===== config.mk =====
export PLATFORM = sky130hd
export DESIGN_NAME = acc_cpu
export DESIGN_NICKNAME = d
export VERILOG_FILES = /design/src/rtl/acc_pkg.sv /design/src/rtl/acc_ctrl.sv /design/src/rtl/acc_datapath.sv /design/src/rtl/acc_cpu.sv
export SDC_FILE = /design/constraint.sdc
export NUM_CORES = 1
export LEC_CHECK = 0
export ABC_AREA = 1
export BUFFER_PORTS_ARGS = -buffer_cell sky130_fd_sc_hd__buf_2
export CAP_MARGIN = 0
export CORE_ASPECT_RATIO = 1.2
export CORE_UTILIZATION = 58
export DETAILED_ROUTE_END_ITERATION = 16
export PLACE_DENSITY = 0.81
export REMOVE_ABC_BUFFERS = 1
export SLEW_MARGIN = 20
export SYNTH_ARGS = -nofsm -noshare
export SYNTH_HDL_FRONTEND = slang
export SYNTH_SLANG_ARGS = --single-unit
export TNS_END_PERCENT = 50

===== constraint.sdc =====
create_clock -name clk -period 1.8 [get_ports clk]
set_input_delay 0.09 -clock clk [delete_from_list [all_inputs] [get_ports clk]]
set_output_delay 0.09 -clock clk [all_outputs]
set_load 0.03 [all_outputs]

===== src/rtl/acc_pkg.sv =====
package acc_pkg;

    // The opcode width is fixed by the encodings below.
    localparam int unsigned OP_W = 3;

    typedef enum logic [OP_W-1:0] {
        OP_LOAD  = 3'd0,
        OP_STORE = 3'd1,
        OP_ADD   = 3'd2,
        OP_JMP   = 3'd3,
        OP_JZ    = 3'd4,
        OP_SPARE5 = 3'd5,
        OP_SPARE6 = 3'd6,
        OP_HALT  = 3'd7
    } opcode_e;

    typedef enum logic [3:0] {
        ST_FETCH_PC,
        ST_FETCH_RD,
        ST_FETCH_MDR,
        ST_FETCH_IR,
        ST_DECODE,
        ST_EX_RD,
        ST_EX_MDR,
        ST_EX_ACC,
        ST_ST_MDR,
        ST_ST_WR,
        ST_HALTED
    } state_e;

    // Register-transfer controls issued by the sequencer.
    typedef struct packed {
        logic mar_from_pc;
        logic mar_from_ir;
        logic pc_inc;
        logic pc_load;
        logic mdr_from_mem;
        logic mdr_from_acc;
        logic ir_load;
        logic acc_load;
        logic acc_add;
        logic mem_rd;
        logic mem_wr;
        logic halt;
    } ctrl_t;

endpackage


===== src/rtl/acc_ctrl.sv =====
module acc_ctrl
    import acc_pkg::*;
(
    input  logic    clk,
    input  logic    rst_n,
    input  opcode_e op,
    input  logic    acc_zero,
    output ctrl_t   ctl
);

    state_e state, state_nx;

    // State register.
    always_ff @(posedge clk or negedge rst_n) begin
        if (!rst_n) begin
            state <= ST_FETCH_PC;
        end else begin
            state <= state_nx;
        end
    end

    // Next-state logic.
    always_comb begin
        state_nx = state;
        unique case (state)
            ST_FETCH_PC:  state_nx = ST_FETCH_RD;
            ST_FETCH_RD:  state_nx = ST_FETCH_MDR;
            ST_FETCH_MDR: state_nx = ST_FETCH_IR;
            ST_FETCH_IR:  state_nx = ST_DECODE;
            ST_DECODE: begin
                unique case (op)
                    OP_LOAD, OP_ADD: state_nx = ST_EX_RD;
                    OP_STORE:        state_nx = ST_ST_MDR;
                    OP_HALT:         state_nx = ST_HALTED;
                    default:         state_nx = ST_FETCH_PC;
                endcase
            end
            ST_EX_RD:     state_nx = ST_EX_MDR;
            ST_EX_MDR:    state_nx = ST_EX_ACC;
            ST_EX_ACC:    state_nx = ST_FETCH_PC;
            ST_ST_MDR:    state_nx = ST_ST_WR;
            ST_ST_WR:     state_nx = ST_FETCH_PC;
            ST_HALTED:    state_nx = ST_HALTED;
            default:      state_nx = ST_FETCH_PC;
        endcase
    end

    // Output logic: one set of transfers per state.
    always_comb begin
        ctl = '0;
        unique case (state)
            ST_FETCH_PC:  ctl.mar_from_pc = 1'b1;
            ST_FETCH_RD: begin
                ctl.mem_rd = 1'b1;
                ctl.pc_inc = 1'b1;
            end
            ST_FETCH_MDR: ctl.mdr_from_mem = 1'b1;
            ST_FETCH_IR:  ctl.ir_load = 1'b1;
            ST_DECODE: begin
                ctl.mar_from_ir = (op == OP_LOAD) || (op == OP_ADD) || (op == OP_STORE);
                ctl.pc_load     = (op == OP_JMP) || ((op == OP_JZ) && acc_zero);
            end
            ST_EX_RD:     ctl.mem_rd = 1'b1;
            ST_EX_MDR:    ctl.mdr_from_mem = 1'b1;
            ST_EX_ACC: begin
                ctl.acc_load = 1'b1;
                ctl.acc_add  = (op == OP_ADD);
            end
            ST_ST_MDR:    ctl.mdr_from_acc = 1'b1;
            ST_ST_WR:     ctl.mem_wr = 1'b1;
            ST_HALTED:    ctl.halt = 1'b1;
            default:      ctl = '0;
        endcase
    end

endmodule


===== src/rtl/acc_datapath.sv =====
module acc_datapath
    import acc_pkg::*;
#(
    parameter  int unsigned WORD_W = 8,
    localparam int unsigned ADDR_W = WORD_W - OP_W
) (
    input  logic              clk,
    input  logic              rst_n,
    input  ctrl_t             ctl,
    input  logic [WORD_W-1:0] mem_rdata,
    output logic [ADDR_W-1:0] mem_addr,
    output logic [WORD_W-1:0] mem_wdata,
    output opcode_e           op,
    output logic              acc_zero
);

    logic [ADDR_W-1:0] pc_q;
    logic [ADDR_W-1:0] mar_q;
    logic [WORD_W-1:0] mdr_q;
    logic [WORD_W-1:0] ir_q;
    logic [WORD_W-1:0] acc_q;
    logic [ADDR_W-1:0] ir_addr;

    assign ir_addr   = ir_q[ADDR_W-1:0];
    assign op        = opcode_e'(ir_q[WORD_W-1 -: OP_W]);
    assign acc_zero  = (acc_q == '0);
    assign mem_addr  = mar_q;
    assign mem_wdata = mdr_q;

    always_ff @(posedge clk or negedge rst_n) begin
        if (!rst_n) begin
            pc_q  <= '0;
            mar_q <= '0;
            mdr_q <= '0;
            ir_q  <= '0;
            acc_q <= '0;
        end else begin
            if (ctl.mar_from_pc) begin
                mar_q <= pc_q;
            end else if (ctl.mar_from_ir) begin
                mar_q <= ir_addr;
            end

            if (ctl.pc_load) begin
                pc_q <= ir_addr;
            end else if (ctl.pc_inc) begin
                pc_q <= pc_q + 1'b1;
            end

            if (ctl.mdr_from_mem) begin
                mdr_q <= mem_rdata;
            end else if (ctl.mdr_from_acc) begin
                mdr_q <= acc_q;
            end

            if (ctl.ir_load) begin
                ir_q <= mdr_q;
            end

            if (ctl.acc_load) begin
                acc_q <= ctl.acc_add ? (acc_q + mdr_q) : mdr_q;
            end
        end
    end

endmodule


===== src/rtl/acc_cpu.sv =====
module acc_cpu
    import acc_pkg::*;
#(
    parameter  int unsigned WORD_W = 8,
    localparam int unsigned ADDR_W = WORD_W - OP_W
) (
    input  logic              clk,
    input  logic              rst_n,
    output logic [ADDR_W-1:0] mem_addr,
    output logic              mem_rd,
    output logic              mem_wr,
    output logic [WORD_W-1:0] mem_wdata,
    input  logic [WORD_W-1:0] mem_rdata,
    output logic              halt
);

    ctrl_t   ctl;
    opcode_e op;
    logic    acc_zero;

    acc_ctrl u_ctrl (
        .clk      (clk),
        .rst_n    (rst_n),
        .op       (op),
        .acc_zero (acc_zero),
        .ctl      (ctl)
    );

    acc_datapath #(
        .WORD_W (WORD_W)
    ) u_dp (
        .clk       (clk),
        .rst_n     (rst_n),
        .ctl       (ctl),
        .mem_rdata (mem_rdata),
        .mem_addr  (mem_addr),
        .mem_wdata (mem_wdata),
        .op        (op),
        .acc_zero  (acc_zero)
    );

    assign mem_rd = ctl.mem_rd;
    assign mem_wr = ctl.mem_wr;
    assign halt   = ctl.halt;

endmodule


# [After elaboration in Yosys (flattened, before gate mapping)]
# Cells that the tools add are included.
[word_totals] input_bits=10 reg_bits=38
[op_classes] n_eq_ne=15 n_addsub=2 n_mux=20 n_reduce_logical=13
[op_table] cell="$pmux W4 S9" n=1
[op_table] cell="$mux W8" n=3
[op_table] cell="$mux W5" n=4
[op_table] cell="$eq A4 B3 Y1 const B" n=4
[op_table] cell="$eq A4 B4 Y1 const B" n=3
[op_table] cell="$pmux W4 S3" n=1
[op_table] cell="$mux W1" n=10
[op_table] cell="$add A8 B8 Y8" n=1
[op_table] cell="$eq A4 B2 Y1 const B" n=2
[op_table] cell="$logic_not A8 Y1" n=1
[op_table] cell="$eq A3 B2 Y1 const B" n=2
[op_table] cell="$eq A3 B3 Y1 const B" n=2
[op_table] cell="$reduce_bool A2 Y1" n=3
[op_table] cell="$reduce_or A2 Y1" n=3
[op_table] cell="$add A5 B1 Y5 const B" n=1
[op_table] cell="$eq A4 B1 Y1 const B" n=1
[op_table] cell="$logic_not A4 Y1" n=1
[op_table] cell="$eq A3 B1 Y1 const B" n=1
[op_table] cell="$logic_not A3 Y1" n=1
[op_table] cell="$logic_or A1 B1 Y1" n=3
[op_table] cell="$mux W2" n=1
[op_table] cell="$logic_and A1 B1 Y1" n=1

# [Depth between registers and ports, before layout]
# Gate-level depths: netlist of run 1.
[logic_depth] depth_word=6 depth_mapped=10 depth_no_buf=10

# [Cells and area by module]
# Synthesis of run 1 repeated with hierarchy kept, for this count alone.
[unflattened] cells_unflattened=291 hier_area_um2=2220.9
[modules_own_cells] mod="acc_datapath" seq_area_each_um2=850.8 cells_per_inst=230 instances=1 area_per_inst_um2=1890.6
[modules_own_cells] mod="acc_ctrl" seq_area_each_um2=100.1 cells_per_inst=61 instances=1 area_per_inst_um2=330.3

# [Worst setup path after synthesis of run 1]
# No wires, ideal clock.
[synth_path] kind="reg-to-reg" from="register u_dp.mdr_q[0], in the netlist u_dp.mem_wdata[0]" to="register u_dp.acc_q[4]" synth_period_minus_slack_ns=1.813 slack_ns=-0.013 setup_ns=0.125 path_buffers=0 required_time_ns=1.675 arrival_time_ns=1.688 path_stages_with_launch=9 cell_sequence="dfrtp_1 -> ha_1 -> inv_1 -> fa_1 -> inv_1 -> a21oi_1 -> or2_2 -> nand3_1 -> nand3_1"
[synth_between] elab_chain_len=2
[synth_rtl] element="start: declaration" line="acc_datapath.sv:19" rtl="logic [WORD_W-1:0] mdr_q;"
[synth_rtl] element="start signal: assignment" line="acc_datapath.sv:51" rtl="mdr_q <= mem_rdata;"
[synth_rtl] element="start signal: assignment" line="acc_datapath.sv:53" rtl="mdr_q <= acc_q;"
[synth_rtl] element="$add A8 B8 Y8" line="acc_datapath.sv:61" rtl="acc_q <= ctl.acc_add ? (acc_q + mdr_q) : mdr_q;"
[synth_rtl] element="$mux W8" line="acc_datapath.sv:61"
[synth_rtl] element="end signal: assignment" line="acc_datapath.sv:61"
[synth_rtl] element="end: declaration" line="acc_datapath.sv:21" rtl="logic [WORD_W-1:0] acc_q;"
# Every way passes these cells.
# A chain may end at the register's enable or synchronous reset.

# [Worst setup path after layout of run 1]
# Ends and elaborated chain as after synthesis.

==> reports/metrics.yaml, run 1 <==
logic_synthesis:
  synthCells: 289
  yosysWarnings: 0
  syn_area_mm2: 0.00225
  syn_area_per_cell_um2: 7.77
  synth_seq_cells: 38
  ys_seq_area_frac: 0.423
  synth_cell_types: 28
placement:
  dp_cells: 368
  placed_area_mm2: 0.00246
  port_buffers: 25
  place_congestion: 0.881
  dpl_worst_slack_ns: 0.156
  dp_hpwl_mm: 3.66
pwr:
  seq_power_share: 0.317
  combPwrFrac: 0.574
  powerDensity_mw_per_mm2: 2060
  p_int_mw: 2.61
  switching_power_mw: 2.67
  swShare: 0.506
  p_leak_nw: 1.30
  p_clk_frac: 0.109
  vdd_drop_max_uv: 1040
run_status:
  status: "complete, no violations"
global_routing:
  grt_pass1_vias: 2028
  antenna_found_initial: 0
  grt-ovfl-total: 0
  grt_pass1_wl_mm: 8.56
  grt_max_degree: 39
  grt_use_total: 0.274
final_layout:
  fin_nets: 343
  final_area_mm2: 0.00256
  drive_above_1_share: 0.183
  areaGrowthSynthToFinish_pct: 13.9
  num_antenna_cells: 0
  nFillCells: 323
  ff_latch_area_um2: 951
  multi_input_area_mm2: 0.00112
  fin_cells: 375
worst_setup_path:
  worstSetupStartpoint: "u_dp.mem_wdata[0]$_DFFE_PN0P_"
  critPathLaunchType: "register"
  r2r-end: "u_dp.acc_q[4]$_DFFE_PN0N_"
  critPathKind: "reg2reg"
  regToRegStartpoint: "u_dp.mem_wdata[0]$_DFFE_PN0P_"
  path_max_fanout: 2
  rrSetupSlack_ns: 0.14
  crit_arrival_ns: 1.83
  r2r_cells: 8
  end_kind: "register"
  crit_required_ns: 1.98
  crit_end: "u_dp.acc_q[4]$_DFFE_PN0N_"
clock_tree:
  cts_made_buffers: 5
  cts_htree_levels: 2
  clk_latency_ns: 0.29
  path_clk_slew_ns: 0.07
  cts_max_path_buffers: 2
  post_cts.repair.setup_buffers: 0
  cts.sinks: 38
  cts_tree: "yes"
  cts-root-buf: "clkbuf_8"
  ctsResizeCount: 0
timing:
  hold_viol: 0
  fin_crit_ns: 1.66
  worst_pin_slew_ns: 0.352
  fin_skew_ns: 0.00499
  fin_setup_tns_ns: 0
  setup_ws_ns: 0.143
  fin_crit_sh: 0.920
  setup_violations: 0
  slew_violations: 0
  rsz0062_at_grt: "false"
  slew-limit-headroom: 0.765
  fmax_mhz: 604
route:
  drtPass1Iterations: 4
  via_per_inst: 5.35
  routed_wl_mm: 4.98
  ant_nets: 0
  wl_per_cell_um: 13.3
  remaining_drc_errors: 0
  drt_iter0_markers: 94
  vias: 2008
floorplan:
  core_mm2: 0.00366
  die_h_um: 70.2
  dieArea_mm2: 0.00413
  io_pins: 26
  placementRows: 24
  initial_core_util: 0.613
  die_w_um: 58.8
flow_run:
  cap_violations: 0
worst_hold_path:
  worstHoldPathType: "in2reg"
synth_stat cells:
master     instances  area (um2)
nand3_1           37         185
o221ai_1           1        8.76
a31oi_1            9        56.3
o211ai_1           3        22.5
fa_1               1        20.0
nand2_1           72         270
dfrtp_1           38         951
o21ai_1           10        50.1
xnor2_1            3        26.3
inv_2              8        30.0
nand2_2            5        31.3
ha_1               8         100
a22oi_1            1        7.51
o21ai_0            9        45.0
a21oi_1            9        45.0
a21oi_2            1        8.76
inv_1             33         124
xor2_1             3        26.3
nor2_4             5        56.3
mux2_1             1        11.3
buf_2              2        10.0
or2_2              2        12.5
o21ai_4            1        16.3
nand4_1            2        12.5
buf_6              1        11.3
a21oi_4            1        16.3
o2111ai_1          1        8.76
nor2_1            22        82.6
metal layers:
| metal | global-route usage | vias to the layer above | wire [um] |
|---|---|---|---|
| met5 | 0 | - | 0 |
| met4 | 0.161 | 0 | 172 |
| met3 | 0.0685 | 20 | 229 |
| met2 | 0.457 | 70 | 2460 |
| met1 | 0.307 | 904 | 2110 |
| li1 | - | 1014 | - |
worst max-delay path, stage by stage, from the launching register on:
cell and delay [ns]:
dfrtp_1 0.35, ha_1 0.18, inv_1 0.06, fa_1 0.40, inv_1 0.09, a21oi_1 0.07, or2_2 0.27, nand3_1 0.07
nand3_1 0.06
sequential cells by signal, indices dropped and copies added (netlist names):
name	cells
u_dp.acc_q	8
u_dp.ir_q	8
u_dp.mem_wdata	8
u_dp.mem_addr	5
u_dp.pc_q	5
u_ctrl.state	4
repair_timing:
item                                    4_1_cts  5_1_grt
hold endpoints to repair                     38        0
hold buffers                                  1        0
endpoints found under the setup margin        0        0
cell families after synthesis:
kind of cell / count (synthesis) / share of synthesized area
buffers and inverters: 44 / 0.0780
and+or+nand+nor: 145 / 0.290
DFF: 38 / 0.423
adders and majority gates: 9 / 0.0535
AOI/OAI and AO/OA: 46 / 0.127
muxes: 1 / 0.00501
xor gates and xnor gates: 6 / 0.0234
worst min-delay path by stage:
stage	startpoint	end	cells after the start	slack [ns]
6_report	mem_rdata[6]	u_dp.mem_wdata[6]$_DFFE_PN0P_	3	0.05
5_1_grt	mem_rdata[5]	u_dp.mem_wdata[5]$_DFFE_PN0P_	3	0.06
4_1_cts	mem_rdata[6]	u_dp.mem_wdata[6]$_DFFE_PN0P_	3	0.05
3_5_place_dp	rst_n	u_dp.mem_addr[1]$_DFFE_PN0P_	2	0.07
3_3_place_gp	rst_n	u_dp.mem_addr[2]$_DFFE_PN0P_	2	0.07
2_1_floorplan	rst_n	u_ctrl.state[0]$_DFF_PN0_	0	-0.21
through the flow:
step | util | power, mW | hold slack, ns
2_1_floorplan | - | 3.88 | -0.206
3_3_place_gp | 0.673 | 4.57 | 0.0692
3_5_place_dp | 0.673 | 4.66 | 0.0728
4_1_cts | 0.698 | 5.27 | 0.0515
5_1_grt | 0.698 | 5.75 | 0.0593
6_report | 0.698 | 5.27 | 0.0550
power groups by stage:
| stage | logic [mW] | clock network (mW) | registers, mW |
|---|---|---|---|
| global route | 3.40 | 0.618 | 1.73 |
| CTS | 3.01 | 0.589 | 1.67 |
| floorplan | 1.99 | 0 | 1.89 |
| finish | 3.03 | 0.574 | 1.67 |
| detailed placement | 2.98 | 0 | 1.69 |
| global placement | 2.90 | 0 | 1.67 |
cell usage in the layout (no fill, tap or decap):
cell type,instances
or2_2,2
inv_2,8
nand4_1,2
a21oi_1,9
o21ai_0,9
nor2_4,5
a22oi_1,1
dfrtp_1,38
buf_4,4
a31oi_1,9
xnor2_1,3
mux2_1,1
nand2_1,72
o21ai_4,1
o21ai_1,10
nand3_1,37
xor2_1,3
nor2_1,22
clkbuf_8,6
fa_1,1
nand2_2,5
a21oi_4,1
o221ai_1,1
dlygate4sd3_1,1
inv_1,33
ha_1,8
o2111ai_1,1
buf_2,25
a21oi_2,1
buf_12,1
o211ai_1,3
layout make-up:
cell class | count | area share
multi-input cells | 207 | 0.438
well taps | 52 | 0.0254
inverters | 41 | 0.0602
repair buffers | 31 | 0.0724
clock buffers | 6 | 0.0323
flip-flops and latches | 38 | 0.372
(Power assumes the default switching activity.)
==> run 2: changes to the inputs <==
--- a/config.mk
+++ b/config.mk
@@ -5,13 +5,12 @@
 export SDC_FILE = /design/constraint.sdc
 export NUM_CORES = 1
 export LEC_CHECK = 0
-export ABC_AREA = 1
 export BUFFER_PORTS_ARGS = -buffer_cell sky130_fd_sc_hd__buf_2
 export CAP_MARGIN = 0
 export CORE_ASPECT_RATIO = 1.2
 export CORE_UTILIZATION = 58
 export DETAILED_ROUTE_END_ITERATION = 16
-export PLACE_DENSITY = 0.81
+export PLACE_DENSITY = 0.82
 export REMOVE_ABC_BUFFERS = 1
 export SLEW_MARGIN = 20
 export SYNTH_ARGS = -nofsm -noshare
==> run 2 against run 1 <==
Compared with the run above: the flow now finishes with violations (DRC, setup timing); critical path depth is 1 higher; die area down 3.9%; largest power group unchanged; synthesized cell count is 24% lower; largest cell class unchanged; worst setup slack got worse by 0.32 ns; critical path type unchanged; non-clock buffer count grew 33; power is 11% higher.
==> reports/metrics.yaml, run 2 <==
worst_setup_path:
  critPathKind: "reg2reg"
  r2r-end: "u_dp.acc_q[6]$_DFFE_PN0N_"
  worstSetupStartpoint: "u_dp.acc_q[0]$_DFFE_PN0N_"
  regToRegStartpoint: "u_dp.acc_q[0]$_DFFE_PN0N_"
  path_max_fanout: 2  # unchanged
  crit_required_ns: 1.98  # about the same
  end_kind: "register"
  critPathLaunchType: "register"
  worstPathCellList: "ha_2 -> inv_2 -> fa_2 -> nor2b_2 -> o31a_1 -> o21a_1 -> or3_1 -> a31oi_1 -> o21ai_1"
  max_stage_delay_ns: 0.39  # about the same
  cp_slowest_cell: "dfrtp_1"
  crit_end: "u_dp.acc_q[6]$_DFFE_PN0N_"
  r2r_cells: 9  # +1
  crit_arrival_ns: 2.16  # +0.33 ns
  rrSetupSlack_ns: -0.18  # -0.32 ns
clock_tree:
  cts_htree_levels: 2  # unchanged
  cts_max_path_buffers: 2  # unchanged
  cts_tree: "yes"
  path_clk_slew_ns: 0.07  # about the same
  cts-root-buf: "clkbuf_8"
  clk_latency_ns: 0.29  # about the same
  cts_made_buffers: 5  # unchanged
  cts.sinks: 38  # unchanged
timing:
  worst_hold_slack_ns: 0.00397  # -0.0510 ns
  setup_ws_ns: -0.179  # -0.323 ns
  fin_crit_ns: 1.98  # +0.323 ns
  fin_crit_sh: 1.10  # +0.179
  worst_pin_slew_ns: 0.567  # +0.215 ns
  setup_violations: 4  # +4
  fmax_mhz: 505  # -16%
  slew_violations: 0  # unchanged
  fin_setup_tns_ns: -0.254  # -0.254 ns
  hold_viol: 0  # unchanged
  slew-limit-headroom: 0.622  # -0.142
  rsz0062_at_grt: "true"
  fin_skew_ns: 0.00675  # +0.00176 ns
global_routing:
  grt_use_total: 0.272  # -0.00124
  grt-ovfl-total: 0  # unchanged
  antenna_found_initial: 0  # unchanged
  grt_pass1_vias: 1727  # -15%
  grt_pass1_wl_mm: 7.96  # -7.0%
  grt_max_degree: 27  # -31%
logic_synthesis:
  synth_ff_type: "dfrtp_1"
  synth_top_cell_area_share: 0.441  # +0.0179
  ys_top_cells_by_count: "38 x dfrtp_1, 30 x nand2_1, 28 x o21ai_0"
  synth_cell_types: 42  # +50%
  synth_seq_cells: 38  # unchanged
  yosysWarnings: 0  # unchanged
  synthTopCellsByArea: "dfrtp_1 44%, mux2i_1 7.0%, o21ai_0 6.5%, nand2_1 5.2%, mux2_2 4.7%"
  synth_edf_count: 0  # unchanged
  syn_area_mm2: 0.00215  # -4.1%
  syn_area_per_cell_um2: 9.84  # +27%
  synthCells: 219  # -24%
  synthArstFlopShare: 1.00  # unchanged
  synth_most_common_cell: "dfrtp_1"
  synth_area_leader_cell: "dfrtp_1"
  ys_seq_area_frac: 0.441  # +0.0179
run_status:
  failed_checks: "DRC, setup timing"
  status: "complete, but fails checks"
pwr:
  powerDensity_mw_per_mm2: 2110  # +2.1%
  p_clk_frac: 0.153  # +0.044
  combPwrFrac: 0.557  # -0.017
  vdd_drop_max_uv: 1450  # +40%
  swShare: 0.424  # -0.0817
  seq_power_share: 0.289  # -0.028
  p_leak_nw: 1.26  # -3.0%
  switching_power_mw: 2.48  # -7.0%
  p_int_mw: 3.37  # +29%
  power.total_mw: 5.85  # +11%
floorplan:
  initial_core_util: 0.624  # +0.0109
  core_mm2: 0.00345  # -5.7%
  dieArea_mm2: 0.00396  # -3.9%
  placementRows: 23  # -4.2%
  io_pins: 26  # unchanged
  die_w_um: 57.6  # -2.0%
  die_h_um: 68.8  # -2.0%
route:
  drt_iter0_markers: 79  # -16%
  wl_per_cell_um: 15.9  # +20%
  via_per_inst: 5.87  # +9.6%
  routed_wl_mm: 5.05  # +1.3%
  remaining_drc_errors: 2  # +2
  ant_nets: 0  # unchanged
  drtPass1Iterations: 10  # +6
  vias: 1866  # -7.1%
final_layout:
  fin_nets: 299  # -13%
  drive_above_1_share: 0.335  # +0.152
  num_antenna_cells: 0  # unchanged
  final_common_cell: "dfrtp_1"
  areaGrowthSynthToFinish_pct: 28.9
  nFillCells: 221  # -32%
  final_cell_mix: "38 x dfrtp_1, 36 x buf_4, 30 x nand2_1"
placement:
  dp_hpwl_mm: 3.41  # -6.9%
  dpl_worst_slack_ns: -0.173  # -0.329 ns
  port_buffers: 25  # unchanged
  place_congestion: 0.871  # -1.1%
worst_hold_path:
  worstHoldPathType: "in2reg"
flow_run:
  cap_violations: 0  # unchanged
[run 2: changes by cell type after synthesis, moves of 10 or more]
cell,before,now
nor2_1,22,12
o21ai_1,10,0
nand2_1,72,30
mux2i_1,0,15
nand3_1,37,2
inv_1,33,3
o21ai_0,9,28
[run 2: kinds of logic after synthesis]
kind of cell,Yosys count,synth area share
AOI/OAI and AO/OA,54,0.146
xor gates and xnor gates,7,0.0285
adders and majority gates,9,0.0558
buffers and inverters,13,0.0290
DFF,38,0.441
muxes,24,0.117
and+or+nand+nor,74,0.183
[run 2: metrics by stage]
step,std cells,util,area [um2]
after detailed placement,305,0.733,2530
after global placement,305,0.733,2530
final,318,0.804,2780
after global routing,318,0.804,2780
after CTS,316,0.788,2720
after floorplan,209,-,2100
[run 2: how the worst min path moves through the flow]
stage | from | endpoint | slack (ns) | depth (start not counted)
detailed placement | rst_n | u_dp.mem_addr[0]$_DFFE_PN0P_ | 0.12 | 1
global route | mem_rdata[2] | u_dp.mem_wdata[2]$_DFFE_PN0P_ | 0.0003 | 3
CTS | mem_rdata[2] | u_dp.mem_wdata[2]$_DFFE_PN0P_ | 0.002 | 3
global placement | rst_n | u_dp.mem_addr[0]$_DFFE_PN0P_ | 0.11 | 1
floorplan | rst_n | u_ctrl.state[0]$_DFF_PN0_ | -0.21 | 0
finish | mem_rdata[2] | u_dp.mem_wdata[2]$_DFFE_PN0P_ | 0.004 | 3
[run 2: what timing repair did]
item                                   in CTS  in global routing
hold buffers                                3                  0
setup endpoints to repair                   5                  8
setup buffers                               0                  2
pin swaps                                   1                  8
resized for setup                           6                 12
endpoints found under the hold margin      26                  0
cloned                                      0                  0
[run 2: per-layer routing]
metal  track usage  vias to the layer above  routed length, um
li1              -                      898                  -
met1         0.326                      915               2190
met2         0.472                       46               2590
met3        0.0597                        7                177
met4         0.122                        0                 90
met5             0                        -                  0
[run 2: power groups by stage]
stage,logic (mW),registers (mW),clock network [mW]
after floorplan,1.58,1.98,0
after global placement,2.93,1.63,0
after detailed placement,3.03,1.66,0
after CTS,3.10,1.65,0.911
after global routing,3.59,1.75,0.949
final,3.26,1.69,0.897
[run 2: critical path, delay by kind of cell, from the launching register on]
kind / cells / cell delay, ns
compound gates: 4 / 0.67
fa+ha+maj: 2 / 0.41
flops: 1 / 0.39
simple gates: 2 / 0.35
buf+inv: 1 / 0.06
[run 2: layout make-up]
cell class	count	area, um2	area share
Multi-Input combinational cell	168	1200	0.432
Sequential cell	38	951	0.342
Timing Repair Buffer	64	425	0.153
Clock buffer	6	82.6	0.0297
Clock inverter	2	60.1	0.0216
Tap cell	37	46.3	0.0167
Inverter	3	11.3	0.00406
